`src/rtl/bridge_regfile_pkg.sv`:
```
package bridge_regfile_pkg;
  localparam int DATA_W    = 32;
  localparam int NUM_WORDS = 28;

  // word indices (byte offset >> 2) whose behaviour is special or exported
  localparam int W_GENCFG = 1;
  localparam int W_EDGE   = 9;
  localparam int W_POL    = 11;
  localparam int W_ENSET  = 12;
  localparam int W_ENCLR  = 13;
  localparam int W_EN     = 14;
  localparam int W_STAT   = 15;

  function automatic logic [DATA_W-1:0] word_reset(int idx);
    case (idx)
      0:       return 32'h0000_0C40;
      1:       return 32'h0000_1384;
      2:       return 32'h2BFF_8010;
      3:       return 32'h255E_0091;
      4:       return 32'h0000_6140;
      7:       return 32'h0000_01FF;
      8:       return 32'h0000_01FF;
      26:      return 32'h0000_0008;
      27:      return 32'h1000_0000;
      default: return '0;
    endcase
  endfunction
endpackage

```
`src/rtl/brf_decode.sv`:
```
module brf_decode #(
  parameter int ADDR_W    = 8,
  parameter int NUM_WORDS = 28,
  localparam int IDX_W    = $clog2(NUM_WORDS)
) (
  input  logic [ADDR_W-1:0] addr,
  output logic [IDX_W-1:0]  idx,
  output logic              hit
);
  localparam int WADDR_W = ADDR_W - 2;
  logic [WADDR_W-1:0] waddr;

  assign waddr = addr[ADDR_W-1:2];
  assign idx   = waddr[IDX_W-1:0];
  assign hit   = (addr[1:0] == 2'b00) && (waddr < WADDR_W'(NUM_WORDS));
endmodule

```
`src/rtl/brf_storage.sv`:
```
module brf_storage
  import bridge_regfile_pkg::*;
#(
  localparam int IDX_W = $clog2(NUM_WORDS)
) (
  input  logic              clk,
  input  logic              rst,
  input  logic              wr,
  input  logic [IDX_W-1:0]  idx,
  input  logic [DATA_W-1:0] wdata,
  output logic [DATA_W-1:0] words [NUM_WORDS]
);
  logic set_hit, clr_hit;
  assign set_hit = wr && (idx == IDX_W'(W_ENSET));
  assign clr_hit = wr && (idx == IDX_W'(W_ENCLR));

  for (genvar i = 0; i < NUM_WORDS; i++) begin : g_word
    logic [DATA_W-1:0] q;
    if (i == W_STAT) begin : g_status
      // status word has no writable source in this block
      assign q = '0;
    end else if (i == W_EN) begin : g_enable
      always_ff @(posedge clk) begin
        if (rst)          q <= word_reset(i);
        else if (set_hit) q <= q | wdata;
        else if (clr_hit) q <= q & ~wdata;
      end
    end else begin : g_plain
      always_ff @(posedge clk) begin
        if (rst)                             q <= word_reset(i);
        else if (wr && idx == IDX_W'(i))     q <= wdata;
      end
    end
    assign words[i] = q;
  end
endmodule

```
`src/rtl/brf_reset_req.sv`:
```
module brf_reset_req #(
  parameter int DATA_W  = 32,
  parameter int TRIG_BIT = 2
) (
  input  logic              clk,
  input  logic              rst,
  input  logic              gen_wr,
  input  logic [DATA_W-1:0] old_word,
  input  logic [DATA_W-1:0] new_word,
  output logic              req
);
  always_ff @(posedge clk) begin
    if (rst) req <= 1'b0;
    else     req <= gen_wr && !old_word[TRIG_BIT] && new_word[TRIG_BIT];
  end
endmodule

```
`src/rtl/bridge_regfile.sv`:
```
module bridge_regfile
  import bridge_regfile_pkg::*;
#(
  parameter int ADDR_W   = 8,
  parameter int TRIG_BIT = 2
) (
  input  logic              clk,
  input  logic              rst,
  input  logic [ADDR_W-1:0] bus_addr,
  input  logic              bus_we,
  input  logic [DATA_W-1:0] bus_wdata,
  output logic [DATA_W-1:0] rd_data,
  output logic              rst_req,
  output logic [DATA_W-1:0] int_enable,
  output logic [DATA_W-1:0] int_edge,
  output logic [DATA_W-1:0] int_polarity
);
  localparam int IDX_W = $clog2(NUM_WORDS);

  logic [IDX_W-1:0]  idx;
  logic              hit;
  logic              wr;
  logic [DATA_W-1:0] words [NUM_WORDS];

  brf_decode #(.ADDR_W(ADDR_W), .NUM_WORDS(NUM_WORDS)) u_dec (
    .addr(bus_addr), .idx(idx), .hit(hit)
  );

  assign wr = bus_we && hit;

  brf_storage u_store (
    .clk(clk), .rst(rst), .wr(wr), .idx(idx), .wdata(bus_wdata), .words(words)
  );

  brf_reset_req #(.DATA_W(DATA_W), .TRIG_BIT(TRIG_BIT)) u_req (
    .clk(clk), .rst(rst),
    .gen_wr(wr && idx == IDX_W'(W_GENCFG)),
    .old_word(words[W_GENCFG]), .new_word(bus_wdata),
    .req(rst_req)
  );

  always_ff @(posedge clk) begin
    if (rst)      rd_data <= '0;
    else if (hit) rd_data <= words[idx];
    else          rd_data <= '0;
  end

  assign int_enable   = words[W_EN];
  assign int_edge     = words[W_EDGE];
  assign int_polarity = words[W_POL];
endmodule

```
`config.mk`:
```
export PLATFORM = sky130hd
export DESIGN_NAME = bridge_regfile
export DESIGN_NICKNAME = d
export VERILOG_FILES = /design/src/rtl/bridge_regfile_pkg.sv /design/src/rtl/brf_decode.sv /design/src/rtl/brf_storage.sv /design/src/rtl/brf_reset_req.sv /design/src/rtl/bridge_regfile.sv
export SDC_FILE = /design/constraint.sdc
export NUM_CORES = 2
export LEC_CHECK = 0
export CAP_MARGIN = 20
export CELL_PAD_IN_SITES_DETAIL_PLACEMENT = 1
export CELL_PAD_IN_SITES_GLOBAL_PLACEMENT = 1
export CORE_ASPECT_RATIO = 0.6
export CORE_MARGIN = 2
export CORE_UTILIZATION = 46
export CTS_CLUSTER_DIAMETER = 100
export DETAILED_ROUTE_END_ITERATION = 10
export PLACE_DENSITY_LB_ADDON = 0.1
export SLEW_MARGIN = 30
export SYNTH_ARGS = -nofsm -noshare
export SYNTH_HDL_FRONTEND = slang
export SYNTH_SLANG_ARGS = --single-unit
```
`constraint.sdc`:
```
create_clock -name clk -period 2.55 [get_ports clk]
set_input_delay 0.51 -clock clk [delete_from_list [all_inputs] [get_ports clk]]
set_output_delay 0.51 -clock clk [all_outputs]
set_load 0.02 [all_outputs]
```
# Yosys cells after proc, flatten, opt, wreduce, memory -nomap -nowiden
# Index checks and enable logic that the tools add are counted.
# W data, S select, Z words.
# word_totals
out_inout_bits	129
mem_bits_rw	0
in_bits	43
mem_bits_ro	0
ff_bits	897
n_memories	0
wordCells	101
latch_bits	0
# op_classes
shifts	0
mux	5
n_mul	0
reduce_logical	35
n_div	0
n_bitwise	5
eq_ne	25
order_cmp	2
n_addsub	0
# ops
cell	count
$bmux W32 S5	1
$mux W32	4
$eq A5 B5 Y1 const B	12
$and A32 B32 Y32	1
$not A32 Y32	1
$or A32 B32 Y32	1
$eq A5 B4 Y1 const B	6
$logic_and A1 B1 Y1	30
$eq A5 B3 Y1 const B	4
$eq A5 B2 Y1 const B	2
$ge A6 B6 Y1 const B	1
$lt A6 B5 Y1 const B	1
$not A5 Y6	1
$eq A5 B1 Y1 const B	1
$logic_not A5 Y1	1
$logic_not A2 Y1	1
$reduce_bool A2 Y1	1
$reduce_or A2 Y1	1
$logic_not A1 Y1	1
$not A1 Y1	1

# Logic depth before layout (Yosys ltp)
# depth
depth_word	6
depth_mapped	8
ltp_nobuf	4

# By module
# A second synthesis with hierarchy kept.
# unflattened
cells_unflattened	3961
area_unflattened_um2	41322.1
# by_module_without_submodules
mod	seq_area_each_um2	n_inst	cells_each	area_per_inst_um2
brf_storage	17296.6	1	3155	33091.7
bridge_regfile	640.6	1	797	8141.6
brf_decode	0.0	1	7	56.3
brf_reset_req	20.0	1	2	32.5

# Worst setup path before layout
# No wires, ideal clock.
# synth_timing
path_kind	input -> register
start	input bus_addr[2]
end	register rd_data[15]
path_buffers	3
slack_ns	0.433
t_arrival_ns	2.002
required_ns	2.435
cell_stages	7
setup_time_ns	0.115
cell_sequence	buf_2 > buf_2 > buf_2 > mux4_2 > nand2_1 > nand3_1 > and3_1
# synth_between
elab_chain_len	4
word_cells_on_any_way	8
classes_between	order compare: 1; mux: 3; bitwise: 2; reduce/logical: 2
# synth_rtl
element	line	rtl
start: declaration	bridge_regfile.sv:9	input logic [ADDR_W-1:0] bus_addr,
$not A5 Y6 (not written as such) / $lt A6 B5 Y1 (equally long branches)	bridge_regfile.sv:44, brf_decode.sv:15	
$bmux W32 S5 / $logic_and A1 B1 Y1 (equally long branches)	bridge_regfile.sv:44, brf_decode.sv:15	
$mux W32 (not written as such) / $not A1 Y1 (equally long branches)	--	
$mux W32 (not written as such) / $reduce_or A2 Y1 (equally long branches)	--	
end signal: assignment	bridge_regfile.sv:44	else if (hit) rd_data <= words[idx];
end: declaration	bridge_regfile.sv:12	output logic [DATA_W-1:0] rd_data,
# Several ways; a longest one is shown, not always the timed one. The select of a mux whose other input is x is not followed.
# A chain may end at the register's enable or synchronous reset.

# Worst setup path in the final report
# layout_timing
start	register u_store.g_word[11].q[6]
end	output int_polarity[6]
# layout_lines
element	line	rtl
start: declaration	brf_storage.sv:18	logic [DATA_W-1:0] q;
start signal: assignment	brf_storage.sv:30	if (rst) q <= word_reset(i);
start signal: assignment	brf_storage.sv:31	else if (wr && idx == IDX_W'(i)) q <= wdata;
end: declaration	bridge_regfile.sv:16	output logic [DATA_W-1:0] int_polarity
# No word-level cell between the ends.

==> flow_metrics.env <==
export IMPL_outcome="finished, final reports clean"
export IMPL_dp_hpwl_um=91620
export IMPL_routed_via_count=34040
export IMPL_regArea_mm2=0.01796
export IMPL_crit_buf_inv=1
export IMPL_seqPwrFrac_pct=48.7
export IMPL_slowest_delay_ns=0.67
export IMPL_hold_class="primary input to flop"
export IMPL_arrival_ns=1.85
export IMPL_die_x_um=374.4
export IMPL_cts_root_buf="clkbuf_16"
export IMPL_maxCapViolCount=0
export IMPL_r2r_slack_ns=0.81
export IMPL_yosysUniqueCellTypes=38
export IMPL_endpoint_kind="output pin"
export IMPL_layout_drive_gt1_share_pct=13.42
export IMPL_cp_max_fo=3
export IMPL_post_cts_resize_count=0
export IMPL_overflow=0
export IMPL_viasPerCell=6.005
export IMPL_grt_start_max_net_pins=149
export IMPL_finalNetCount=4572
export IMPL_cellPowerDensity_mw_per_mm2=644.3
export IMPL_gp_congestion=0.8114
export IMPL_ys_warn_count=0
export IMPL_skew_ns=0.01740
export IMPL_wl_um=142500
export IMPL_n_antenna_cell=0
export IMPL_max_vdd_ir_drop_mv=0.4456
export IMPL_io_pins=172
export IMPL_synth_area_mm2=0.03786
export IMPL_cts_buffer_depth=3
export IMPL_cp_start_kind="flop"
export IMPL_first_global_vias=34655
export IMPL_drc=0
export IMPL_cts_tree="built"
export IMPL_synth_top_cell_by_area="dfxtp_1"
export IMPL_max_freq_mhz=424.0
export IMPL_fp_dieH_um=226.2
export IMPL_setup_viol=0
export IMPL_grt_pass1_wl_um=217500
export IMPL_hold_buffers=0
export IMPL_startpoint="u_store.g_word[11].q[6]"
export IMPL_crit_required_ns=2.04
export IMPL_worst_slack_ns=0.1918
export IMPL_critPathTopFamily="buffers and inverters"
export IMPL_final_instance_count_excl_fill=5669
export IMPL_cts_setup_buffers=0
export IMPL_cts_buffers=84
export IMPL_cp_num_cells=1
export IMPL_fin_crit_sh_pct=92.48
export IMPL_synth_nets=4578
export IMPL_syn_area_per_cell_um2=8.349
export IMPL_worstRegToRegCells=4
export IMPL_clock_latency_ns=0.69
export IMPL_comb_power_share_pct=5.9
export IMPL_rsz0062_at_grt="no"
export IMPL_cp_cell_sequence="clkdlybuf4s50_1"
export IMPL_clock_power_share_pct=45.4
export IMPL_die_area_mm2=0.08469
export IMPL_grt_usage_pct=33.51
export IMPL_synth_top_area_share_pct=47.43
export IMPL_wire_per_inst_um=25.14
export IMPL_clk_pin_slew_ns=0.07
export IMPL_pre_cts_ws_ns=-0.2893
export IMPL_drt_pass1_iterations=5
export IMPL_power_leakage_uw=0.01526
export IMPL_dp_cells=5522
export IMPL_endpoint="int_polarity[6]"
export IMPL_worst_slew_pin_slew_ns=0.7180
export IMPL_antenna_found_initial=3
export IMPL_ant_nets=0
export IMPL_syn_inst=4535
export IMPL_htree_num_levels=3
export IMPL_drt_iter0_markers=2913
export IMPL_num_rows=81
export IMPL_intPower_uw=21920
export IMPL_fillers=9417
export IMPL_period_needed_ns=2.358
export IMPL_synthTopCellsByArea="dfxtp_1, nand2_1, a21oi_1"
export IMPL_path_class="flop to output pin"
export IMPL_drv_slew=0
export IMPL_r2r_start="u_store.g_word[7].q[16]"
export IMPL_ys_ff_latch=897
export IMPL_slew_headroom_pct=52.13
export IMPL_start_util_pct=46.47
export IMPL_slowest_stage="clkdlybuf4s50_1"
export IMPL_switching_share_pct=23.92
export IMPL_hold_viol=0
export IMPL_r2r_end="rd_data[16]"
export IMPL_multi_input_area_mm2=0.01796
export IMPL_port_buffers=171
export IMPL_core_area_mm2=0.08148
export IMPL_cts_sinks=897
export IMPL_yosysSeqAreaShare_pct=47.43
export IMPL_syn_to_final_growth_pct=18.13
export IMPL_power_switching_uw=6893
==> cell usage in the layout, fill, tap and decap left out, types with 2 or more instances in the layout <==
| cell type | Yosys | final |
|---|---|---|
| a211o_1 | 22 | 22 |
| o21ai_0 | 64 | 64 |
| bufinv_16 | 0 | 6 |
| mux2_2 | 32 | 32 |
| nor2_1 | 25 | 24 |
| nor3_2 | 10 | 7 |
| nand2b_1 | 2 | 2 |
| dfxtp_1 | 897 | 897 |
| mux4_2 | 160 | 160 |
| a21oi_1 | 807 | 807 |
| clkinv_2 | 0 | 18 |
| nand3_1 | 41 | 40 |
| inv_6 | 0 | 4 |
| buf_12 | 0 | 99 |
| nand2_1 | 1653 | 1653 |
| nand4_1 | 5 | 5 |
| clkdlybuf4s50_1 | 0 | 165 |
| inv_1 | 32 | 32 |
| clkbuf_1 | 352 | 13 |
| o221a_2 | 32 | 32 |
| or3_2 | 0 | 10 |
| and3_1 | 38 | 38 |
| buf_8 | 0 | 2 |
| nand4b_1 | 3 | 3 |
| and4_2 | 0 | 2 |
| nor3_4 | 0 | 10 |
| mux2i_1 | 96 | 96 |
| a221oi_1 | 32 | 32 |
| a22oi_1 | 32 | 32 |
| and4_1 | 4 | 2 |
| buf_4 | 6 | 119 |
| nand3b_1 | 36 | 36 |
| clkbuf_16 | 0 | 86 |
| clkbuf_8 | 0 | 18 |
| or3_1 | 14 | 4 |
==> worst min-delay path by stage <==
stage | from | endpoint | slack [ns] | depth (start not counted)
after floorplan | u_store.g_word[1].q[2] | u_req.req | 0.42 | 1
after global placement | u_store.g_word[6].q[9] | u_store.g_word[6].q[9] | 0.44 | 2
after detailed placement | u_store.g_word[8].q[29] | u_store.g_word[8].q[29] | 0.44 | 2
after CTS | rst | u_store.g_word[26].q[10] | 0.26 | 2
after global routing | rst | u_store.g_word[26].q[10] | 0.28 | 2
final | rst | u_store.g_word[26].q[10] | 0.28 | 2
==> logic make-up (layout without fill, tap and decap cells) <==
group	Yosys count	in the layout	share of synthesized area, %
DFF	897	897	47.43
muxes	288	288	13.01
and+or+nand+nor	1851	1851	19.68
AOI/OAI and AO/OA	990	990	14.39
buffers and inverters	509	564	5.499
==> metal layers <==
layer	track usage, %	vias up	routed length (um)
met5	0	-	13
met4	9.144	2	3390
met2	52.43	1196	63760
met1	48.10	17379	65420
li1	-	15247	-
met3	5.278	216	9961
==> state kept, by name, summed over array words and instances (netlist names), named ones only <==
register          cells
u_store.g_word.q    832
rd_data              32
u_req.req             1
==> power by group through the flow <==
stage | Clock [uW] | Sequential, uW | Combinational, uW
final | 13100 | 14000 | 1710
after global routing | 13800 | 14000 | 1780
after CTS | 13200 | 14000 | 1690
after detailed placement | 0 | 14400 | 1680
after global placement | 0 | 14400 | 1670
after floorplan | 0 | 14400 | 928
==> final cells by class <==
| type | instances | share of cell area [%] |
|---|---|---|
| multi-input combinational | 3129 | 40.16 |
| sequential | 897 | 40.15 |
| timing repair buffer | 385 | 10.19 |
| clock buffer | 117 | 5.475 |
| tap | 1079 | 3.019 |
| clock inverter | 30 | 0.7357 |
| inverter | 32 | 0.2686 |
==> cells in the mapped netlist (all sizes together) <==
| cell type | n |
|---|---|
| a211o | 22 |
| a21oi | 807 |
| a221oi | 32 |
| a22oi | 32 |
| a311oi | 1 |
| and2 | 1 |
| and3 | 38 |
| and3b | 1 |
| and4 | 4 |
| and4b | 1 |
| and4bb | 1 |
| buf | 125 |
| clkbuf | 352 |
| dfxtp | 897 |
| inv | 32 |
| mux2 | 32 |
| mux2i | 96 |
| mux4 | 160 |
| nand2 | 1653 |
| nand2b | 2 |
| nand3 | 41 |
| nand3b | 36 |
| nand4 | 5 |
| nand4b | 3 |
| nor2 | 25 |
| nor2b | 3 |
| nor3 | 17 |
| nor4 | 1 |
| nor4b | 1 |
| nor4bb | 1 |
| o21ai | 64 |
| o221a | 32 |
| or2 | 1 |
| or3 | 14 |
| or3b | 1 |
| or4b | 1 |
==> metrics by stage <==
step | hold slack, ns | cell area [um^2] | utilization [%] | power, uW | TNS, ns
3_5_place_dp | 0.4444 | 41950 | 51.48 | 16040 | -74.52
2_1_floorplan | 0.4184 | 37860 | - | 15290 | 0
4_1_cts | 0.2571 | 44730 | 54.89 | 28930 | 0
6_report | 0.2781 | 44730 | 54.89 | 28820 | 0
5_1_grt | 0.2802 | 44730 | 54.89 | 29600 | 0
3_3_place_gp | 0.4383 | 41950 | 51.48 | 16030 | -60.46
Power figures use the tool's default switching activity.
